<file path="src/rtl/vga_text_pkg.sv">
package vga_text_pkg;
   localparam int unsigned GLYPH_W    = 8;
   localparam int unsigned FONT_CODES = 128;

   typedef struct packed {
      logic hsync_n;
      logic vsync_n;
      logic pix;
   } vid_out_t;
endpackage

</file>
<file path="src/rtl/vtg_axis_counter.sv">
module vtg_axis_counter #(
   parameter int unsigned VIS  = 640,
   parameter int unsigned FP   = 16,
   parameter int unsigned SYNC = 96,
   parameter int unsigned BP   = 48,
   localparam int unsigned TOTAL = VIS + FP + SYNC + BP,
   localparam int unsigned W     = $clog2(TOTAL)
) (
   input  logic         clk_i,
   input  logic         rst_ni,
   input  logic         step_i,
   output logic [W-1:0] pos_o,
   output logic         last_o,
   output logic         sync_o,
   output logic         vis_o
);
   localparam logic [W-1:0] LAST_POS = W'(TOTAL - 1);
   localparam logic [W-1:0] SYNC_LO  = W'(VIS + FP);
   localparam logic [W-1:0] SYNC_HI  = W'(VIS + FP + SYNC);
   localparam logic [W-1:0] VIS_END  = W'(VIS);

   always_ff @(posedge clk_i) begin
      if (!rst_ni)     pos_o <= '0;
      else if (step_i) pos_o <= last_o ? '0 : pos_o + 1'b1;
   end

   assign last_o = (pos_o == LAST_POS);
   assign sync_o = (pos_o >= SYNC_LO) && (pos_o < SYNC_HI);
   assign vis_o  = (pos_o < VIS_END);
endmodule

</file>
<file path="src/rtl/vtg_row_tracker.sv">
module vtg_row_tracker #(
   parameter int unsigned ROWS    = 48,
   parameter int unsigned GLYPH_H = 8,
   parameter int unsigned GAP     = 2,
   localparam int unsigned ROW_H  = GLYPH_H + GAP,
   localparam int unsigned RW     = $clog2(ROWS + 1),
   localparam int unsigned GW     = $clog2(ROW_H)
) (
   input  logic          clk_i,
   input  logic          rst_ni,
   input  logic          line_end_i,
   input  logic          frame_end_i,
   input  logic          vis_line_i,
   output logic [RW-1:0] row_o,
   output logic [GW-1:0] gline_o,
   output logic          glyph_line_o
);
   always_ff @(posedge clk_i) begin
      if (!rst_ni || frame_end_i) begin
         row_o   <= '0;
         gline_o <= '0;
      end else if (line_end_i && vis_line_i) begin
         if (gline_o == GW'(ROW_H - 1)) begin
            gline_o <= '0;
            row_o   <= row_o + 1'b1;
         end else begin
            gline_o <= gline_o + 1'b1;
         end
      end
   end

   assign glyph_line_o = (gline_o < GW'(GLYPH_H));
endmodule

</file>
<file path="src/rtl/vtg_fetch.sv">
module vtg_fetch #(
   parameter int unsigned COLS      = 64,
   parameter int unsigned GLYPH_H   = 8,
   parameter int unsigned FONT_BASE = 3072,
   parameter int unsigned ADDR_W    = 12,
   parameter int unsigned LEFT      = 64,
   parameter int unsigned H_W       = 10,
   parameter int unsigned RW        = 6,
   parameter int unsigned GW        = 4,
   localparam int unsigned CW       = $clog2(COLS),
   localparam int unsigned WIN_LO   = LEFT - 8,
   localparam int unsigned WIN_HI   = LEFT - 8 + 8 * COLS
) (
   input  logic [H_W-1:0]    h_pos_i,
   input  logic [RW-1:0]     row_i,
   input  logic [GW-1:0]     gline_i,
   input  logic [7:0]        rdata_i,
   output logic [ADDR_W-1:0] addr_o,
   output logic              capture_o,
   output logic              load_o
);
   logic [H_W-1:0]    slot_pos;
   logic              in_win;
   logic [2:0]        phase;
   logic [CW-1:0]     col;
   logic [ADDR_W-1:0] char_addr;
   logic [ADDR_W-1:0] font_addr;

   assign slot_pos = h_pos_i - H_W'(WIN_LO);
   assign in_win   = (h_pos_i >= H_W'(WIN_LO)) && (h_pos_i < H_W'(WIN_HI));
   assign phase    = slot_pos[2:0];
   assign col      = slot_pos[CW+2:3];

   generate
      if ((COLS & (COLS - 1)) == 0) begin : g_pow2_cols
         assign char_addr = ADDR_W'({row_i, col});
      end else begin : g_mul_cols
         assign char_addr = ADDR_W'(row_i) * ADDR_W'(COLS) + ADDR_W'(col);
      end
   endgenerate

   assign font_addr = ADDR_W'(FONT_BASE) + ADDR_W'(rdata_i[6:0]) * ADDR_W'(GLYPH_H)
                      + ADDR_W'(gline_i);

   assign addr_o    = (in_win && phase == 3'd1) ? font_addr : char_addr;
   assign capture_o = in_win && (phase == 3'd2);
   assign load_o    = in_win && (phase == 3'd7);
endmodule

</file>
<file path="src/rtl/vtg_shifter.sv">
module vtg_shifter
   import vga_text_pkg::*;
(
   input  logic               clk_i,
   input  logic               rst_ni,
   input  logic               capture_i,
   input  logic               load_i,
   input  logic [GLYPH_W-1:0] rdata_i,
   output logic               msb_o
);
   logic [GLYPH_W-1:0] hold_q;
   logic [GLYPH_W-1:0] shift_q;

   always_ff @(posedge clk_i) begin
      if (!rst_ni) begin
         hold_q  <= '0;
         shift_q <= '0;
      end else begin
         if (capture_i) hold_q <= rdata_i;
         if (load_i)    shift_q <= hold_q;
         else           shift_q <= {shift_q[GLYPH_W-2:0], 1'b0};
      end
   end

   assign msb_o = shift_q[GLYPH_W-1];
endmodule

</file>
<file path="src/rtl/vga_text_gen.sv">
module vga_text_gen
   import vga_text_pkg::*;
#(
   parameter int unsigned H_VIS     = 640,
   parameter int unsigned H_FP      = 16,
   parameter int unsigned H_SYNC    = 96,
   parameter int unsigned H_BP      = 48,
   parameter int unsigned V_VIS     = 480,
   parameter int unsigned V_FP      = 10,
   parameter int unsigned V_SYNC    = 2,
   parameter int unsigned V_BP      = 33,
   parameter int unsigned COLS      = 64,
   parameter int unsigned ROWS      = 48,
   parameter int unsigned GLYPH_H   = 8,
   parameter int unsigned GAP       = 2,
   parameter int unsigned LEFT      = 64,
   parameter int unsigned FONT_BASE = 3072,
   parameter int unsigned ADDR_W    = 12,
   localparam int unsigned H_TOT    = H_VIS + H_FP + H_SYNC + H_BP,
   localparam int unsigned V_TOT    = V_VIS + V_FP + V_SYNC + V_BP,
   localparam int unsigned H_W      = $clog2(H_TOT),
   localparam int unsigned V_W      = $clog2(V_TOT),
   localparam int unsigned ROW_H    = GLYPH_H + GAP,
   localparam int unsigned RW       = $clog2(ROWS + 1),
   localparam int unsigned GW       = $clog2(ROW_H)
) (
   input  logic              clk_i,
   input  logic              rst_ni,
   output logic [ADDR_W-1:0] mem_addr_o,
   input  logic [7:0]        mem_rdata_i,
   output logic              hsync_n_o,
   output logic              vsync_n_o,
   output logic              pix_o
);
   if (LEFT < 8 || LEFT + GLYPH_W * COLS > H_VIS) begin : g_bad_left
      $error("text field does not fit the visible line");
   end
   if (ROWS * ROW_H > V_VIS) begin : g_bad_rows
      $error("text rows do not fit the visible frame");
   end
   if (COLS < 2 || FONT_BASE < COLS * ROWS) begin : g_bad_cols
      $error("character area overlaps the font table");
   end
   if (FONT_BASE + FONT_CODES * GLYPH_H > (1 << ADDR_W)) begin : g_bad_font
      $error("font table exceeds the address space");
   end

   logic [H_W-1:0] h_pos;
   logic [V_W-1:0] v_pos;
   logic h_last, h_sync, h_vis;
   logic v_last, v_sync, v_vis;
   logic [RW-1:0] row;
   logic [GW-1:0] gline;
   logic glyph_line, capture, load, msb, text_en;
   vid_out_t vid_q;

   vtg_axis_counter #(.VIS(H_VIS), .FP(H_FP), .SYNC(H_SYNC), .BP(H_BP)) u_hcnt (
      .clk_i(clk_i), .rst_ni(rst_ni), .step_i(1'b1),
      .pos_o(h_pos), .last_o(h_last), .sync_o(h_sync), .vis_o(h_vis));

   vtg_axis_counter #(.VIS(V_VIS), .FP(V_FP), .SYNC(V_SYNC), .BP(V_BP)) u_vcnt (
      .clk_i(clk_i), .rst_ni(rst_ni), .step_i(h_last),
      .pos_o(v_pos), .last_o(v_last), .sync_o(v_sync), .vis_o(v_vis));

   vtg_row_tracker #(.ROWS(ROWS), .GLYPH_H(GLYPH_H), .GAP(GAP)) u_rows (
      .clk_i(clk_i), .rst_ni(rst_ni), .line_end_i(h_last),
      .frame_end_i(h_last && v_last), .vis_line_i(v_vis),
      .row_o(row), .gline_o(gline), .glyph_line_o(glyph_line));

   vtg_fetch #(.COLS(COLS), .GLYPH_H(GLYPH_H), .FONT_BASE(FONT_BASE), .ADDR_W(ADDR_W),
               .LEFT(LEFT), .H_W(H_W), .RW(RW), .GW(GW)) u_fetch (
      .h_pos_i(h_pos), .row_i(row), .gline_i(gline), .rdata_i(mem_rdata_i),
      .addr_o(mem_addr_o), .capture_o(capture), .load_o(load));

   vtg_shifter u_shift (
      .clk_i(clk_i), .rst_ni(rst_ni), .capture_i(capture), .load_i(load),
      .rdata_i(mem_rdata_i), .msb_o(msb));

   assign text_en = h_vis && v_vis && glyph_line
                    && (h_pos >= H_W'(LEFT)) && (h_pos < H_W'(LEFT + GLYPH_W * COLS));

   always_ff @(posedge clk_i) begin
      if (!rst_ni) vid_q <= '{hsync_n: 1'b1, vsync_n: 1'b1, pix: 1'b0};
      else         vid_q <= '{hsync_n: ~h_sync, vsync_n: ~v_sync, pix: text_en & msb};
   end

   assign hsync_n_o = vid_q.hsync_n;
   assign vsync_n_o = vid_q.vsync_n;
   assign pix_o     = vid_q.pix;
endmodule

</file>
<file path="config.mk">
export PLATFORM = sky130hd
export DESIGN_NAME = vga_text_gen
export DESIGN_NICKNAME = d
export VERILOG_FILES = /design/src/rtl/vga_text_pkg.sv /design/src/rtl/vtg_axis_counter.sv /design/src/rtl/vtg_row_tracker.sv /design/src/rtl/vtg_fetch.sv /design/src/rtl/vtg_shifter.sv /design/src/rtl/vga_text_gen.sv
export SDC_FILE = /design/constraint.sdc
export NUM_CORES = 1
export LEC_CHECK = 0
export CAP_MARGIN = 20
export CORE_AREA = 5 5 88 98
export CTS_CLUSTER_DIAMETER = 200
export DETAILED_ROUTE_END_ITERATION = 10
export DIE_AREA = 0 0 93 103
export PLACE_DENSITY = 0.52
export SLEW_MARGIN = 10
export SYNTH_ARGS = -nofsm -noshare
export SYNTH_HDL_FRONTEND = slang
export SYNTH_SLANG_ARGS = --single-unit
</file>
<file path="constraint.sdc">
create_clock -name clk_i -period 2.2 [get_ports clk_i]
set_input_delay 0.22 -clock clk_i [delete_from_list [all_inputs] [get_ports clk_i]]
set_output_delay 0.22 -clock clk_i [all_outputs]
set_load 0.02 [all_outputs]
</file>
==> qor.yml <==
min_path_type: "reg2reg"
yosysWarningCount: 0
synth_seq_area_share_pct: 38.45
setup_violations: 12
grt_pass1_wl_mm: 10.75
clkTransAtPathRegs_ns: 0.09
cts_root_buffer: "clkbuf_8"
postSynthNetCount: 312
die_h_um: 103
startpoint_type_of_the_worst_setup_path: "register"
place_congestion: 0.7665
power.density_nw_per_um2: 473.3
detailed_place.area_um2: 3179
power.internal_w: 0.001265
ioPinCount: 25
worstPathRequired_ns: 1.98
vias_per_cell: 5.016
number_of_maximum_capacitance_constraint_violations: 0
crit_path_max_fanout: 6
drv_slew: 0
worstSkewPairLatency_ns: 0.30
ys_seq_elements: 49
drt_first_iter_violations: 41
timing.fmax_mhz: 423.3
clock_path_buffers: 2
antenna_found_initial: 0
count_of_vias_placed_by_the_detailed_router: 2232
netSwitchingPower_w: 0.0003520
seqPwrFrac_pct: 55.2
final_layout_size_suffix_gt1_share_pct: 28.17
tritoncts_buffers: 5
cts_sinks: 49
share_clk_of_total_power_pct: 39.3
post-route-cell-area_um2: 3417
cts_tree: "done"
rsz_0062_raised_after_global_routing: "yes"
port_buffer_cells: 24
run_status: "finished, violations left"
routed_wirelength_mm: 6.316
grt_util_all_layers_pct: 14.14
power.share.switching_pct: 21.76
synth_cell_types: 38
crit_path_end_kind: "output pin"
dp_cells: 435
postRouteAntennaNets: 0
areaGrowthSynthToFinish_pct: 33.94
finalCriticalPeriod_ns: 2.362
first_global_vias: 2202
path_class: "reg2out"
synthesis.area_per_instance_um2: 8.767
drt_pass1_iterations: 4
report.final.hold_viol_count: 0
min_period_over_period_pct: 107.4
largest_net_degree_at_the_start_of_global_routing: 30
final-instance-count-excl-fill: 445
violations: "negative setup slack"
rows: 34
cts_hold_buf: 0
fp.dieW_um: 93
start_util_pct: 33.32
cellLeakagePower_nw: 1.436
fin_skew_ns: 0.005714
final_critical_path_setup_slack_ns: -0.1624
cts_max_level: 2
vdd.ir_drop.worst_mv: 0.3549
hpwl_detailed_mm: 4.691
wire_per_inst_um: 14.19
fp.dieArea_um2: 9579
antennaDiodeCount: 0
worst_pin_slew_ns: 0.6058
netlist_area_um2: 2551
placeableCoreArea_um2: 7657
worst_slew_margin_rel_pct: 59.30
cell_count_after_synthesis: 291
drc_violations_left: 0
power.share.combinational_pct: 5.5
critPathArrivalTime_ns: 2.14
final_net_count: 376
overflow: 0
[cells in the mapped netlist]
cell type  number  area [µm²]
o21ai_0        14       70.07
mux2_2         10       112.6
o211ai_2        1       12.51
nand2_1        40       150.1
o2111ai_2       1       15.01
nand2b_1        1       6.260
a41o_1          1       10.01
o22a_1          1       8.760
nor2b_1         4       25.02
mux2i_1        17       170.2
nor4_1          2       12.51
nand3b_1        1       7.510
a211o_1         1       8.760
or2_2           4       25.02
buf_2           4       20.02
inv_1           9       33.78
nor4bb_1        2       20.02
or4b_1          1       10.01
nand3_1        11       55.05
ha_1           11       137.6
or4b_2          1       10.01
o21ai_1         1       5.000
clkbuf_1        8       30.03
a21oi_1        20       100.1
xor2_1          7       61.31
or4_1           6       45.04
or4b_4          1       13.76
xnor2_1        11       96.34
nor2_1         14       52.55
dfxtp_1        49       980.9
o31ai_1         4       30.03
o2111ai_1       1       8.760
nor3_1          3       15.01
buf_6           1       11.26
or3_1          12       75.07
nand4b_1        2       17.52
and3_1          7       43.79
nand4_1         7       43.79
[power by group through the flow]
stage	Sequential [W]	Combinational (W)	Clock, W
detailed placement	0.000914	0.0000879	0
global route	0.000894	0.0000993	0.000697
floorplan	0.000916	0.0000334	0
finish	0.000893	0.0000885	0.000636
global placement	0.000914	0.0000879	0
CTS	0.000893	0.0000888	0.000656
[worst max-delay path, stage by stage, from the launching register on]
cell	delay (ns)
dfxtp_2	0.33
or3_4	0.38
a211o_1	0.27
o2111ai_2	0.24
buf_6	0.18
mux2_4	0.31
buf_6	0.13
[flip-flops by register name (all words and copies together), names as in the netlist]
| name | count |
|---|---|
| u_hcnt.pos_o | 10 |
| u_vcnt.pos_o | 10 |
| u_shift.hold_q | 8 |
| u_shift.shift_q | 8 |
| u_rows.row_o | 6 |
| u_rows.gline_o | 4 |
| hsync_n_o | 1 |
| pix_o | 1 |
| vsync_n_o | 1 |
[placed cells by master (no fill, tap or decap), types with 5 or more instances in the layout]
master           Yosys  routed
and3_1               7       6
a21oi_1             20      16
nand4_1              7       7
inv_1                9       9
clkdlybuf4s50_1      0      12
nand3_1             11      10
nor2_1              14      14
clkbuf_8             0       5
buf_4                0      42
or3_1               12       9
mux2_4               0      10
buf_6                1      15
xnor2_1             11      11
ha_1                11      10
mux2i_1             17      15
or4_1                6       5
xor2_1               7       7
nand2_1             40      40
o21ai_0             14      14
dfxtp_1             49      46
[through the flow]
| step | utilization [%] | TNS (ns) | hold WS (ns) | worst slack, ns | total power [W] |
|---|---|---|---|---|---|
| after global routing | 44.62 | -2.991 | 0.4675 | -0.2487 | 0.001690 |
| final | 44.62 | -1.737 | 0.4416 | -0.1624 | 0.001617 |
| after CTS | 43.81 | -2.745 | 0.4391 | -0.2410 | 0.001638 |
| after floorplan | - | 0 | 0.3588 | 0.02956 | 0.0009493 |
| after global placement | 41.52 | -2.985 | 0.4268 | -0.2565 | 0.001002 |
| after detailed placement | 41.52 | -2.971 | 0.4256 | -0.2757 | 0.001002 |
[cells by family (layout without fill, tap and decap cells)]
family	Yosys count	after routing	synth area share [%]
buf+inv	22	86	3.727
mux	27	27	11.08
xor+xnor	18	18	6.179
simple gates	119	119	24.62
fa+ha+maj	11	11	5.395
compound gates	45	45	10.54
flops	49	49	38.45
[repair_timing]
action,4_1_cts,5_1_grt
pin swaps,10,4
cloned,1,0
setup buffers,0,2
resized for setup,86,13
endpoints found under the setup margin,17,30
[layer usage]
metal  up-vias  routed length [µm]  track usage (%)
li1       1155                   -                -
met1      1041                3050            18.74
met2        29                3020            23.43
met3         7                 167            2.847
met4         0                  77            4.059
met5         -                   0                0
[worst paths after layout]
check	start	to	slack (ns)	cells after the start
setup / recovery	u_hcnt.pos_o[6]	mem_addr_o[6]	-0.16	6
hold / removal	u_shift.shift_q[7]	pix_o	0.44	2
setup reg to reg	u_hcnt.pos_o[7]	u_rows.gline_o[1]	0.03	6
hold reg to reg	u_shift.shift_q[7]	pix_o	0.44	2
[cell type report]
class | count | area (µm²)
Fill cell | 770 | 4240
Multi-Input combinational cell | 220 | 1573
Sequential cell | 49 | 984.7
Timing Repair Buffer | 70 | 609.3
Tap cell | 90 | 112.6
Clock buffer | 5 | 68.82
Clock inverter | 2 | 35.03
Inverter | 9 | 33.78
(Power assumes the default switching activity.)
